**src/rtl/ts_rx_pkg.sv**
```systemverilog
package ts_rx_pkg;

    localparam int CODE_W = 8;

    localparam logic [CODE_W-1:0] CODE_BIT0  = 8'h70;
    localparam logic [CODE_W-1:0] CODE_BIT1  = 8'h71;
    localparam logic [CODE_W-1:0] CODE_TICK  = 8'h7C;
    localparam logic [CODE_W-1:0] CODE_RESYN = 8'h7D;

    typedef enum logic [2:0] {
        TOP_NONE,
        TOP_SHIFT0,
        TOP_SHIFT1,
        TOP_TICK,
        TOP_LOAD
    } time_op_e;

    function automatic time_op_e decode_op(input logic [CODE_W-1:0] code,
                                           input logic valid);
        time_op_e op;
        op = TOP_NONE;
        if (valid) begin
            case (code)
                CODE_BIT0:  op = TOP_SHIFT0;
                CODE_BIT1:  op = TOP_SHIFT1;
                CODE_TICK:  op = TOP_TICK;
                CODE_RESYN: op = TOP_LOAD;
                default:    op = TOP_NONE;
            endcase
        end
        return op;
    endfunction

endpackage

```
**src/rtl/ts_evt_decode.sv**
```systemverilog
module ts_evt_decode
    import ts_rx_pkg::*;
(
    input  logic [CODE_W-1:0] code,
    input  logic              valid,
    output time_op_e          op
);

    always_comb begin
        op = decode_op(code, valid);
    end

endmodule

```
**src/rtl/ts_time_core.sv**
```systemverilog
module ts_time_core
    import ts_rx_pkg::*;
#(
    parameter int SEC_W = 32,
    parameter int SUB_W = 32
) (
    input  logic             clk,
    input  logic             rst_n,
    input  time_op_e         op,
    output logic [SEC_W-1:0] secs,
    output logic [SUB_W-1:0] sub
);

    typedef struct packed {
        logic [SEC_W-1:0] pend;
        logic [SEC_W-1:0] secs;
        logic [SUB_W-1:0] sub;
    } core_st_t;

    core_st_t st_d, st_q;

    always_comb begin
        st_d = st_q;
        case (op)
            TOP_SHIFT0: st_d.pend = {st_q.pend[SEC_W-2:0], 1'b0};
            TOP_SHIFT1: st_d.pend = {st_q.pend[SEC_W-2:0], 1'b1};
            TOP_TICK: begin
                if (st_q.sub != {SUB_W{1'b1}}) begin
                    st_d.sub = st_q.sub + SUB_W'(1);
                end
            end
            TOP_LOAD: begin
                st_d.secs = st_q.pend;
                st_d.sub  = '0;
            end
            default: st_d = st_q;
        endcase
    end

    always_ff @(posedge clk) begin
        if (!rst_n) begin
            st_q <= '0;
        end else begin
            st_q <= st_d;
        end
    end

    assign secs = st_q.secs;
    assign sub  = st_q.sub;

endmodule

```
**src/rtl/ts_capture_reg.sv**
```systemverilog
module ts_capture_reg #(
    parameter int W = 64
) (
    input  logic         clk,
    input  logic         rst_n,
    input  logic         cap,
    input  logic [W-1:0] din,
    output logic [W-1:0] dout
);

    logic [W-1:0] val_d, val_q;

    always_comb begin
        val_d = val_q;
        if (cap) begin
            val_d = din;
        end
    end

    always_ff @(posedge clk) begin
        if (!rst_n) begin
            val_q <= '0;
        end else begin
            val_q <= val_d;
        end
    end

    assign dout = val_q;

endmodule

```
**src/rtl/ts_event_fifo.sv**
```systemverilog
module ts_event_fifo #(
    parameter int W     = 72,
    parameter int DEPTH = 8
) (
    input  logic             clk,
    input  logic             rst_n,
    input  logic             push,
    input  logic [W-1:0]     push_data,
    input  logic             pop,
    input  logic             ovf_clr,
    output logic [W-1:0]     head,
    output logic [$clog2(DEPTH+1)-1:0] count,
    output logic             empty,
    output logic             full,
    output logic             ovf
);

    localparam int PTR_W = (DEPTH > 1) ? $clog2(DEPTH) : 1;
    localparam int CNT_W = $clog2(DEPTH + 1);

    typedef struct packed {
        logic [PTR_W-1:0] wr;
        logic [PTR_W-1:0] rd;
        logic [CNT_W-1:0] cnt;
        logic             ovf;
    } fifo_st_t;

    fifo_st_t st_d, st_q;
    logic [W-1:0] mem_q [DEPTH];
    logic is_full, is_empty, do_push, do_pop, drop;

    function automatic logic [PTR_W-1:0] next_ptr(input logic [PTR_W-1:0] p);
        if (p == PTR_W'(DEPTH - 1)) begin
            return '0;
        end
        return p + PTR_W'(1);
    endfunction

    always_comb begin
        is_full  = (st_q.cnt == CNT_W'(DEPTH));
        is_empty = (st_q.cnt == '0);
        do_push  = push && !is_full;
        drop     = push && is_full;
        do_pop   = pop && !is_empty;

        st_d = st_q;
        if (do_push) begin
            st_d.wr = next_ptr(st_q.wr);
        end
        if (do_pop) begin
            st_d.rd = next_ptr(st_q.rd);
        end
        case ({do_push, do_pop})
            2'b10:   st_d.cnt = st_q.cnt + CNT_W'(1);
            2'b01:   st_d.cnt = st_q.cnt - CNT_W'(1);
            default: st_d.cnt = st_q.cnt;
        endcase
        if (ovf_clr) begin
            st_d.ovf = 1'b0;
        end
        if (drop) begin
            st_d.ovf = 1'b1;
        end
    end

    always_ff @(posedge clk) begin
        if (!rst_n) begin
            st_q <= '0;
        end else begin
            st_q <= st_d;
        end
    end

    always_ff @(posedge clk) begin
        if (do_push) begin
            mem_q[st_q.wr] <= push_data;
        end
    end

    assign head  = mem_q[st_q.rd];
    assign count = st_q.cnt;
    assign empty = is_empty;
    assign full  = is_full;
    assign ovf   = st_q.ovf;

endmodule

```
**src/rtl/evt_timestamp_rx.sv**
```systemverilog
module evt_timestamp_rx
    import ts_rx_pkg::*;
#(
    parameter int SEC_W      = 32,
    parameter int SUB_W      = 32,
    parameter int FIFO_DEPTH = 8,
    localparam int CNT_W     = $clog2(FIFO_DEPTH + 1)
) (
    input  logic              clk,
    input  logic              rst_n,
    input  logic [CODE_W-1:0] evt_code,
    input  logic              evt_valid,
    input  logic              act_latch,
    input  logic              act_save,
    input  logic              fifo_rd,
    input  logic              ovf_clr,
    output logic [SEC_W-1:0]  lat_secs,
    output logic [SUB_W-1:0]  lat_sub,
    output logic [CODE_W-1:0] fifo_code,
    output logic [SEC_W-1:0]  fifo_secs,
    output logic [SUB_W-1:0]  fifo_sub,
    output logic [CNT_W-1:0]  fifo_count,
    output logic              fifo_empty,
    output logic              fifo_full,
    output logic              fifo_ovf
);

    localparam int TS_W    = SEC_W + SUB_W;
    localparam int ENTRY_W = CODE_W + TS_W;

    time_op_e           op;
    logic [SEC_W-1:0]   cur_secs;
    logic [SUB_W-1:0]   cur_sub;
    logic [TS_W-1:0]    cap_out;
    logic [ENTRY_W-1:0] head;
    logic               cap_en, push_en;

    assign cap_en  = evt_valid && act_latch;
    assign push_en = evt_valid && act_save;

    ts_evt_decode u_dec (
        .code  (evt_code),
        .valid (evt_valid),
        .op    (op)
    );

    ts_time_core #(.SEC_W(SEC_W), .SUB_W(SUB_W)) u_core (
        .clk   (clk),
        .rst_n (rst_n),
        .op    (op),
        .secs  (cur_secs),
        .sub   (cur_sub)
    );

    ts_capture_reg #(.W(TS_W)) u_cap (
        .clk   (clk),
        .rst_n (rst_n),
        .cap   (cap_en),
        .din   ({cur_secs, cur_sub}),
        .dout  (cap_out)
    );

    ts_event_fifo #(.W(ENTRY_W), .DEPTH(FIFO_DEPTH)) u_fifo (
        .clk       (clk),
        .rst_n     (rst_n),
        .push      (push_en),
        .push_data ({evt_code, cur_secs, cur_sub}),
        .pop       (fifo_rd),
        .ovf_clr   (ovf_clr),
        .head      (head),
        .count     (fifo_count),
        .empty     (fifo_empty),
        .full      (fifo_full),
        .ovf       (fifo_ovf)
    );

    assign lat_secs  = cap_out[TS_W-1:SUB_W];
    assign lat_sub   = cap_out[SUB_W-1:0];
    assign fifo_code = head[ENTRY_W-1:TS_W];
    assign fifo_secs = head[TS_W-1:SUB_W];
    assign fifo_sub  = head[SUB_W-1:0];

endmodule

```
**config.mk**
```make
export PLATFORM = sky130hd
export DESIGN_NAME = evt_timestamp_rx
export DESIGN_NICKNAME = d
export VERILOG_FILES = /design/src/rtl/ts_rx_pkg.sv /design/src/rtl/ts_evt_decode.sv /design/src/rtl/ts_time_core.sv /design/src/rtl/ts_capture_reg.sv /design/src/rtl/ts_event_fifo.sv /design/src/rtl/evt_timestamp_rx.sv
export SDC_FILE = /design/constraint.sdc
export NUM_CORES = 1
export LEC_CHECK = 0
export CAP_MARGIN = 20
export CORE_MARGIN = 2
export CORE_UTILIZATION = 45
export CTS_CLUSTER_DIAMETER = 40
export DETAILED_ROUTE_END_ITERATION = 10
export HOLD_SLACK_MARGIN = 0.03
export SYNTH_ARGS = -nofsm -noshare
export SYNTH_HDL_FRONTEND = slang
export SYNTH_SLANG_ARGS = --single-unit
```
**constraint.sdc**
```tcl
create_clock -name clk -period 16.05 [get_ports clk]
set_input_delay 3.21 -clock clk [delete_from_list [all_inputs] [get_ports clk]]
set_output_delay 3.21 -clock clk [all_outputs]
set_load 0.02 [all_outputs]
```
==> results of run 1 <==
stage by stage:
step | instance area, um2 | util [%] | setup WS [ns]
6_report | 35100 | 55.6 | 8.47
2_1_floorplan | 28700 | - | 4.84
5_1_grt | 35100 | 55.6 | 8.04
3_5_place_dp | 31200 | 49.5 | 8.94
3_3_place_gp | 31200 | 49.5 | 8.93
4_1_cts | 35100 | 55.6 | 8.22
kinds of logic (layout without fill, tap and decap cells):
family | Yosys count | after routing | synth area share [%]
buffers and inverters | 102 | 393 | 1.45
flip-flops | 750 | 750 | 72.4
adder cells (fa/ha/maj) | 8 | 8 | 0.349
AO/OA/AOI/OAI | 202 | 202 | 4.85
XOR/XNOR | 5 | 5 | 0.153
multiplexers | 219 | 219 | 14.2
AND/OR/NAND/NOR | 400 | 400 | 6.54
area by class of cell:
class	instances	area [um2]	share of cell area, %
clock buffer	116	2700	7.69
clock inverter	83	1130	3.23
inverter	7	26.3	0.0749
multi-input combinational	834	7570	21.6
sequential	750	20800	59.2
tap	846	1060	3.02
timing repair buffer	187	1810	5.17
power groups by stage:
stage	Clock, mW	Combinational (mW)	Sequential (mW)
2_1_floorplan	0	0.492	2.15
3_3_place_gp	0	0.710	2.18
3_5_place_dp	0	0.711	2.18
4_1_cts	2.50	0.714	2.14
5_1_grt	2.59	0.745	2.15
6_report	2.46	0.695	2.14
routing by layer:
layer | GRT usage, % | routed length, um | vias to the layer above
met5 | 0 | 47 | -
met4 | 6.40 | 1430 | 8
met3 | 3.74 | 3190 | 106
met2 | 32.5 | 31100 | 340
met1 | 26.0 | 27700 | 7998
li1 | - | - | 6961
worst max-delay path: stages, from the launching register on:
cell	delay [ns]
dfxtp_4	0.78
buf_4	0.76
buf_4	0.68
mux4_2	0.60
mux2_2	0.31
clkdlybuf4s50_1	0.56
layout by cell type (no fill, tap or decap), types with 9 or more instances in the layout:
| master | Yosys | layout |
|---|---|---|
| edfxtp_1 | 576 | 576 |
| nand2_1 | 282 | 281 |
| dfxtp_1 | 174 | 171 |
| clkdlybuf4s50_1 | 0 | 156 |
| mux4_2 | 144 | 144 |
| clkbuf_16 | 0 | 105 |
| a21boi_0 | 100 | 100 |
| mux2_2 | 72 | 72 |
| a21boi_1 | 33 | 33 |
| buf_4 | 4 | 30 |
| a21oi_1 | 27 | 27 |
| o21ai_0 | 25 | 25 |
| or3_1 | 22 | 22 |
| bufinv_16 | 0 | 20 |
| nand3_1 | 16 | 16 |
| inv_6 | 0 | 14 |
| clkinv_4 | 0 | 12 |
| clkinv_2 | 0 | 12 |
| clkinvlp_4 | 0 | 11 |
| nand4_1 | 9 | 9 |
| nor2_1 | 12 | 9 |
registers in the layout, indices dropped and copies added (netlist names), named ones only:
name	cells
u_cap.dout	64
u_core.secs	32
u_core.st_q	32
u_core.sub	32
u_fifo.count	4
u_fifo.mem_q	576
u_fifo.ovf	1
u_fifo.st_q	6
final timing paths:
check / startpoint / end / slack (ns)
worst max-delay path: flip-flop / fifo_secs[29] / 8.47
worst min-delay path: u_core.st_q[95] / u_core.st_q[95] / 0.46
worst max register to register: u_fifo.count[1] / u_fifo.mem_q[4][31] / 12.97
worst min register to register: u_core.st_q[95] / u_core.st_q[95] / 0.46
==> run_results.csv, run 1 <==
group,metric,value,unit
synth,synth_seq_area_share,72.4,%
route,firstDrtPassIters,5,
critical_path,critPathLaunchType,"flip-flop",
synth,mappedNetlistArea,28700,um2
job,maxCapViolCount,0,
global_route,grt_max_degree,87,
critical_path,cp_data_arrival_time,4.37,ns
run_status,status,"complete, no violations",
pwr,combPwrFrac,13.1,%
pwr,switching_share,24.0,%
route,drc,0,
route,vias,15400,
global_route,grt_pass1_wl,97300,um
global_route,antenna_found_initial,4,
clock_network,ctsResizeCount,0,
global_route,gr-total-overflow,0,
timing,slew_violations,0,
timing,period_needed,7.58,ns
clock_network,cts.sinks,750,
layout,final.fill_count,4974,
placement,placed_cells,2623,
critical_path,r2r_cells,6,
critical_path,crit_type,"reg -> out",
clock_network,cts_buffer_depth,3,
timing,setup_viol_count_final,0,
synth,synth_most_common_cell,"edfxtp_1",
timing,whs,0.455,ns
clock_network,clkSlewWorstSetupHoldPaths,0.06,ns
synth,yosysTopAreaCell,"edfxtp_1",
pwr,ir_drop,0.100,mV
die,core,63100,um2
route,antenna_left,0,
timing,setup_tns,0,ns
timing,finalCritPeriodShare,47.2,%
pwr,p_per_area,151,nW/um2
synth,ys_warn_count,0,
clock_network,clk-insertion-delay-late,0.66,ns
global_route,grt_pass1_vias,16000,
synth,yosysTopAreaCellShare,60.3,%
timing,hold_violations,0,
critical_path,worstPathMaxFanout,39,
die,die-height,257,um
timing,relSlewSlack,24.8,%
hold_path,hold_path_class,"reg -> reg",
synth,synthCells,1686,
critical_path,end_kind,"output port",
global_route,track_usage,19.5,%
die,pin_count,158,
placement,gp_congestion,0.727,
timing,clock_skew,0.0163,ns
pwr,clkPwrFrac,46.4,%
layout,area_growth,22.3,%
die,initial_core_util,45.5,%
clock_network,cts_buffers,105,
critical_path,crit_required,12.84,ns
layout,nets,1908,
route,wl,63500,um
clock_network,cts_setup_buffers,0,
clock_network,htreeDepth,3,
route,viasPerCell,5.46,
clock_network,cts_tree,"done",
hold_path,hold_path_depth,2,
synth,ys.flop_type,"edfxtp_1",
synth,synth_common_cells,"edfxtp_1, nand2_1, dfxtp_1",
die,fp-row-count,92,
placement,io_buffer_count,157,
pwr,totalPowerFinal,5.29,mW
synth,syn_nets,1709,
clock_network,ctsHoldBuffers,0,
synth,syn_area_per_cell,17.0,um2
synth,ys_ff_latch,750,
layout,diodes,0,
pwr,power_leakage,11.3,nW
timing,rsz0062_at_grt,"false",
pwr,seqPwrFrac,40.4,%
synth,netlist_top_cells_area,"edfxtp_1, dfxtp_1, mux4_2, nand2_1, mux2_2",
route,drt_iter0_drc,917,
synth,async_reset_ff_share,0,%
synth,synth_cell_types,53,
synth,synth-edff-count,576,
pwr,power.switching,1.27,mW
layout,drive_gt1_share,23.3,%
timing,fmax,132,MHz
pwr,p_int,4.02,mW
die,fp.dieW,257,um
timing,worst_pin_slew,1.13,ns
route,avgRoutedWirePerCell,22.5,um
placement,dp_hpwl,34000,um
die,dieArea,65800,um2
clock_network,cts-root-buf,"clkbuf_16",
layout,final_cells,2823,
No activity file was read; power rests on OpenSTA's default activity.
==> run 2, diff against run 1 <==
clock period = 7.8 ns   (was 16.05 ns; I/O delays follow)
==> run 2 against run 1 <==
Clock skew up 0.0068 ns. Critical path depth down 1. Cell area down 1.2%. Routed wire length down 0.21%. Worst hold slack better by 0.0058 ns. Count of clock-buffer cells in the layout up 2. Clock power up 86%. Cell count down 0.43%. Non-clock buffer count unchanged. Register-to-register slack worse by 8.2 ns. First-iteration DRC count up 3.9%. Sequential share of layout area up 0.71 points.
==> run_results.csv, run 2 (synthesis results as in run 1) <==
group,metric,value,unit
layout,drive_gt1_share,22.6,%
pwr,p_per_area,300,nW/um2
layout,final_cells,2811,
pwr,ir_drop,0.203,mV
layout,layout_commonest_cell,"edfxtp_1",
route,drt_iter0_drc,953,
route,vias,15400,
critical_path,r2r_cells,5,
placement,placed_cells,2624,
die,initial_core_util,45.5,%
die,die-height,257,um
route,avgRoutedWirePerCell,22.5,um
critical_path,worstPathMaxFanout,118,
clock_network,clkSlewWorstSetupHoldPaths,0.06,ns
clock_network,htreeDepth,3,
timing,setup_viol_count_final,0,
timing,whs,0.461,ns
timing,period_needed,5.33,ns
critical_path,r2r_end,"u_fifo.mem_q[2][21]",
clock_network,ctsResizeCount,0,
hold_path,hold_path_depth,2,
global_route,grt_pass1_vias,15900,
timing,setup_tns,0,ns
global_route,track_usage,19.4,%
critical_path,end_kind,"output port",
global_route,grt_pass1_wl,96300,um
placement,io_buffer_count,157,
route,drc,0,
die,fp-row-count,92,
clock_network,cts_setup_buffers,0,
route,wl,63400,um
timing,fmax,188,MHz
clock_network,cts.sinks,750,
layout,final_util,55.0,%
route,antenna_left,0,
global_route,antenna_found_initial,2,
clock_network,cts-root-buf,"clkbuf_16",
timing,hold_violations,0,
timing,clock_skew,0.0231,ns
clock_network,cts_buffers,100,
timing,finalCritPeriodShare,68.3,%
critical_path,r2r_start,"u_fifo.count[1]",
critical_path,crit_type,"reg -> out",
clock_network,cts_tree,"done",
layout,final_cell_mix,"edfxtp_1, nand2_1, dfxtp_1, clkdlybuf4s50_1, mux4_2",
placement,dp_hpwl,34600,um
run_status,status,"complete, no violations",
layout,top_register,"u_fifo.mem_q",
layout,largest_reg_flops,576,
hold_path,hold_path_class,"reg -> reg",
die,core,63100,um2
timing,worst_pin_slew,1.05,ns
critical_path,crit_required,6.24,ns
critical_path,r2r_setup_slack,4.79,ns
route,viasPerCell,5.47,
hold_path,hold_start,"u_cap.dout[33]",
global_route,grt_max_degree,119,
critical_path,critPathLaunchType,"flip-flop",
die,dieArea,65800,um2
layout,diodes,0,
timing,slew_violations,0,
placement,gp_congestion,0.733,
layout,area_growth,20.9,%
layout,final.fill_count,5004,
route,firstDrtPassIters,7,
die,pin_count,158,
global_route,gr-total-overflow,0,
clock_network,clk-insertion-delay-late,0.64,ns
pwr,totalPowerFinal,10.4,mW
clock_network,ctsHoldBuffers,0,
clock_network,cts_buffer_depth,3,
layout,nets,1903,
critical_path,cp_data_arrival_time,3.77,ns
timing,relSlewSlack,29.8,%
die,fp.dieW,257,um
timing,rsz0062_at_grt,"false",
pwr,power_leakage,11.1,nW
job,maxCapViolCount,0,
hold_path,hold_path_end,"u_cap.dout[33]",
-- run 2: cell types whose count changed in the layout (fill, tap and decap cells not counted), moves of 2 or more --
| cell | previous run | this run |
|---|---|---|
| clkinvlp_4 | 11 | 9 |
| inv_8 | 3 | 1 |
| clkbuf_1 | 8 | 14 |
| clkbuf_16 | 105 | 101 |
| bufinv_16 | 20 | 12 |
-- run 2: worst max-delay path, cell delays in order (launching register included) --
cell             delay [ns]
dfxtp_4                0.73
buf_12                 0.79
mux4_2                 0.64
mux2_2                 0.29
clkdlybuf4s50_1        0.54
-- run 2: through the flow --
step	worst slack, ns	cell area (um2)
3_5_place_dp	3.01	31300
5_1_grt	2.18	34700
4_1_cts	2.31	34700
2_1_floorplan	0.238	28700
3_3_place_gp	3.02	31300
6_report	2.47	34700
-- run 2: how the worst max path moves through the flow --
stage	startpoint	to	cells after the start
2_1_floorplan	evt_valid	u_fifo.mem_q[2][0]	3
3_3_place_gp	flip-flop	fifo_secs[31]	4
3_5_place_dp	flip-flop	fifo_secs[31]	4
4_1_cts	flip-flop	fifo_secs[31]	4
5_1_grt	flip-flop	fifo_secs[20]	4
6_report	flip-flop	fifo_sub[13]	4
-- run 2: layout make-up --
class                   count  area [um2]  area share (%)
clock buffers             118        2620            7.56
multi-input cells         834        7580            21.9
flip-flops and latches    750       20800            59.9
well taps                 846        1060            3.05
repair buffers            187        1810            5.21
inverters                   7        26.3          0.0758
clock inverters            69         797            2.30
-- run 2: layer usage --
layer  GRT usage [%]  up-vias  part of all wire [%]
li1                -     6965                     -
met1            25.4     7949                    43
met2            33.1      376                    50
met3            3.71       94                   5.3
met4            5.52        4                   1.9
met5               0        -                 0.041
-- run 2: report_power, final --
group | internal [mW] | total, mW | leakage (nW) | switching [mW]
Clock | 2.84 | 4.58 | 1.65 | 1.74
Combinational | 0.746 | 1.43 | 2.66 | 0.686
Sequential | 4.32 | 4.41 | 6.76 | 0.0833
Total | 7.91 | 10.4 | 11.1 | 2.51
==> run 3, diff against run 2 <==
clock period = 5.58 ns   (was 7.8 ns; I/O delays follow)
==> run 3 against run 2 <==
Largest cell class unchanged. Sequential share of layout area fell by 0.56 points. Largest power group unchanged. Setup slack lost 1.3 ns. Combinational power is 44% higher. Core utilization up 0.52 points. Sequential power grew 39%. Sequential cell count unchanged. Critical path type unchanged. Global-route usage rose by 0.36 points. Register-to-register slack got worse by 2.2 ns. Total power rose by 42%.
==> run_results.csv, run 3 (synthesis results as in run 1) <==
group,metric,value,unit
placement,placed_area,31400,um2
hold_path,hold_path_class,"reg -> reg",
layout,layout_commonest_cell,"edfxtp_1",
timing,fmax,226,MHz
layout,final_util,55.5,%
layout,final_cells,2829,
critical_path,r2r_cells,10,
global_route,antenna_found_initial,4,
route,vias,15400,
global_route,gr-total-overflow,0,
die,dieArea,65800,um2
clock_network,cts_tree,"done",
critical_path,r2r_setup_slack,2.60,ns
route,antenna_left,0,
critical_path,crit_chain,"buf_12 > mux4_2 > mux2_2 > clkdlybuf4s50_1",
critical_path,max_stage_delay,0.69,ns
pwr,p_per_area,424,nW/um2
die,pin_count,158,
global_route,grt_pass1_vias,16200,
timing,hold_violations,0,
die,fp.dieW,257,um
critical_path,crit_end,"fifo_code[2]",
layout,nets,1911,
run_status,status,"complete, no violations",
critical_path,worst-path-buf-inv,2,
job,maxCapViolCount,0,
placement,gp_congestion,0.748,
clock_network,cts_setup_buffers,0,
timing,finalCritPeriodShare,79.3,%
critical_path,critPathLaunchType,"flip-flop",
placement,dp_hpwl,35800,um
clock_network,cts-root-buf,"clkbuf_16",
clock_network,ctsHoldBuffers,0,
layout,top_register,"u_fifo.mem_q",
clock_network,cts_buffer_depth,3,
critical_path,crit_type,"reg -> out",
critical_path,crit_required,4.46,ns
critical_path,path_depth,4,
critical_path,end_kind,"output port",
route,wl,64200,um
route,viasPerCell,5.45,
timing,setup_tns,0,ns
critical_path,r2r_end,"u_fifo.count[2]",
timing,period_needed,4.42,ns
placement,io_buffer_count,157,
layout,final.fill_count,5024,
timing,clock_skew,0.0278,ns
clock_network,clkSlewWorstSetupHoldPaths,0.06,ns
clock_network,cts.sinks,750,
route,drt_iter0_drc,1056,
timing,rsz0062_at_grt,"false",
die,fp-row-count,92,
timing,setup_viol_count_final,0,
clock_network,htreeDepth,3,
critical_path,worstPathMaxFanout,46,
layout,final_cell_mix,"edfxtp_1, nand2_1, dfxtp_1, clkdlybuf4s50_1, mux4_2",
route,avgRoutedWirePerCell,22.7,um
layout,drive_gt1_share,22.7,%
timing,relSlewSlack,36.4,%
critical_path,crit_slowest_cell,"dfxtp_4",
critical_path,cp_data_arrival_time,3.31,ns
die,initial_core_util,45.5,%
die,die-height,257,um
route,drc,0,
layout,largest_reg_flops,576,
die,core,63100,um2
pwr,ir_drop,0.230,mV
clock_network,ctsResizeCount,0,
timing,slew_violations,0,
pwr,power_leakage,11.2,nW
global_route,grt_pass1_wl,98400,um
critical_path,r2r_start,"u_fifo.count[1]",
critical_path,crit_family,"buffers and inverters",
layout,fin_area,35000,um2
route,firstDrtPassIters,5,
pwr,totalPowerFinal,14.8,mW
layout,area_growth,22.0,%
timing,worst_pin_slew,0.954,ns
placement,placed_cells,2625,
global_route,track_usage,19.7,%
global_route,grt_max_degree,88,
clock_network,clk-insertion-delay-late,0.65,ns
clock_network,cts_buffers,106,
-- run 3: cell types whose count changed in the layout (fill, tap and decap cells not counted), moves of 5 or more --
cell       change
buf_12         +6
buf_4          -6
clkbuf_1      +12
clkbuf_16     +11
clkbuf_8       +7
clkinv_4       -5
inv_6          -5
-- run 3: cell type report --
| cell class | count | area [um2] | area share [%] |
|---|---|---|---|
| well taps | 846 | 1060 | 3.02 |
| diodes | 2 | 5.00 | 0.0143 |
| repair buffers | 189 | 1940 | 5.53 |
| clock inverters | 53 | 564 | 1.61 |
| clock buffers | 148 | 3040 | 8.68 |
| flip-flops and latches | 750 | 20800 | 59.4 |
| inverters | 7 | 26.3 | 0.0751 |
| multi-input cells | 834 | 7590 | 21.7 |
-- run 3: metrics by stage --
stage / hold slack (ns) / worst slack [ns]
2_1_floorplan: 0.431 / -1.54
3_3_place_gp: 0.439 / 1.57
3_5_place_dp: 0.446 / 1.48
4_1_cts: 0.453 / 1.06
5_1_grt: 0.477 / 0.986
6_report: 0.452 / 1.16
-- run 3: worst min-delay path, delay by kind of cell, from the launching register on --
family	cells	cell delay, ns
compound gates	1	0.05
simple gates	1	0.05
flops	1	0.31
-- run 3: how the worst min path moves through the flow --
stage                     from              end  cells after the start
5_1_grt        u_core.st_q[95]  u_core.secs[31]                      2
3_5_place_dp   u_core.st_q[95]  u_core.st_q[95]                      2
3_3_place_gp   u_core.st_q[95]  u_core.st_q[95]                      2
4_1_cts        u_core.st_q[95]  u_core.st_q[95]                      2
6_report       u_core.st_q[95]  u_core.st_q[95]                      2
2_1_floorplan  u_core.st_q[95]  u_core.st_q[95]                      2
-- run 3: power by group --
group | switching (mW) | internal (mW) | total (mW)
registers | 0.105 | 6.05 | 6.15
logic | 0.989 | 1.07 | 2.06
clock network | 2.44 | 4.19 | 6.63
-- run 3: layer usage --
metal | part of all wire (%) | global-route usage [%] | up-vias
met3 | 4.8 | 3.48 | 95
met1 | 43 | 26.4 | 8030
met2 | 50 | 33.0 | 327
met4 | 2.3 | 6.43 | 4
li1 | - | - | 6949
met5 | 0.037 | 0 | -
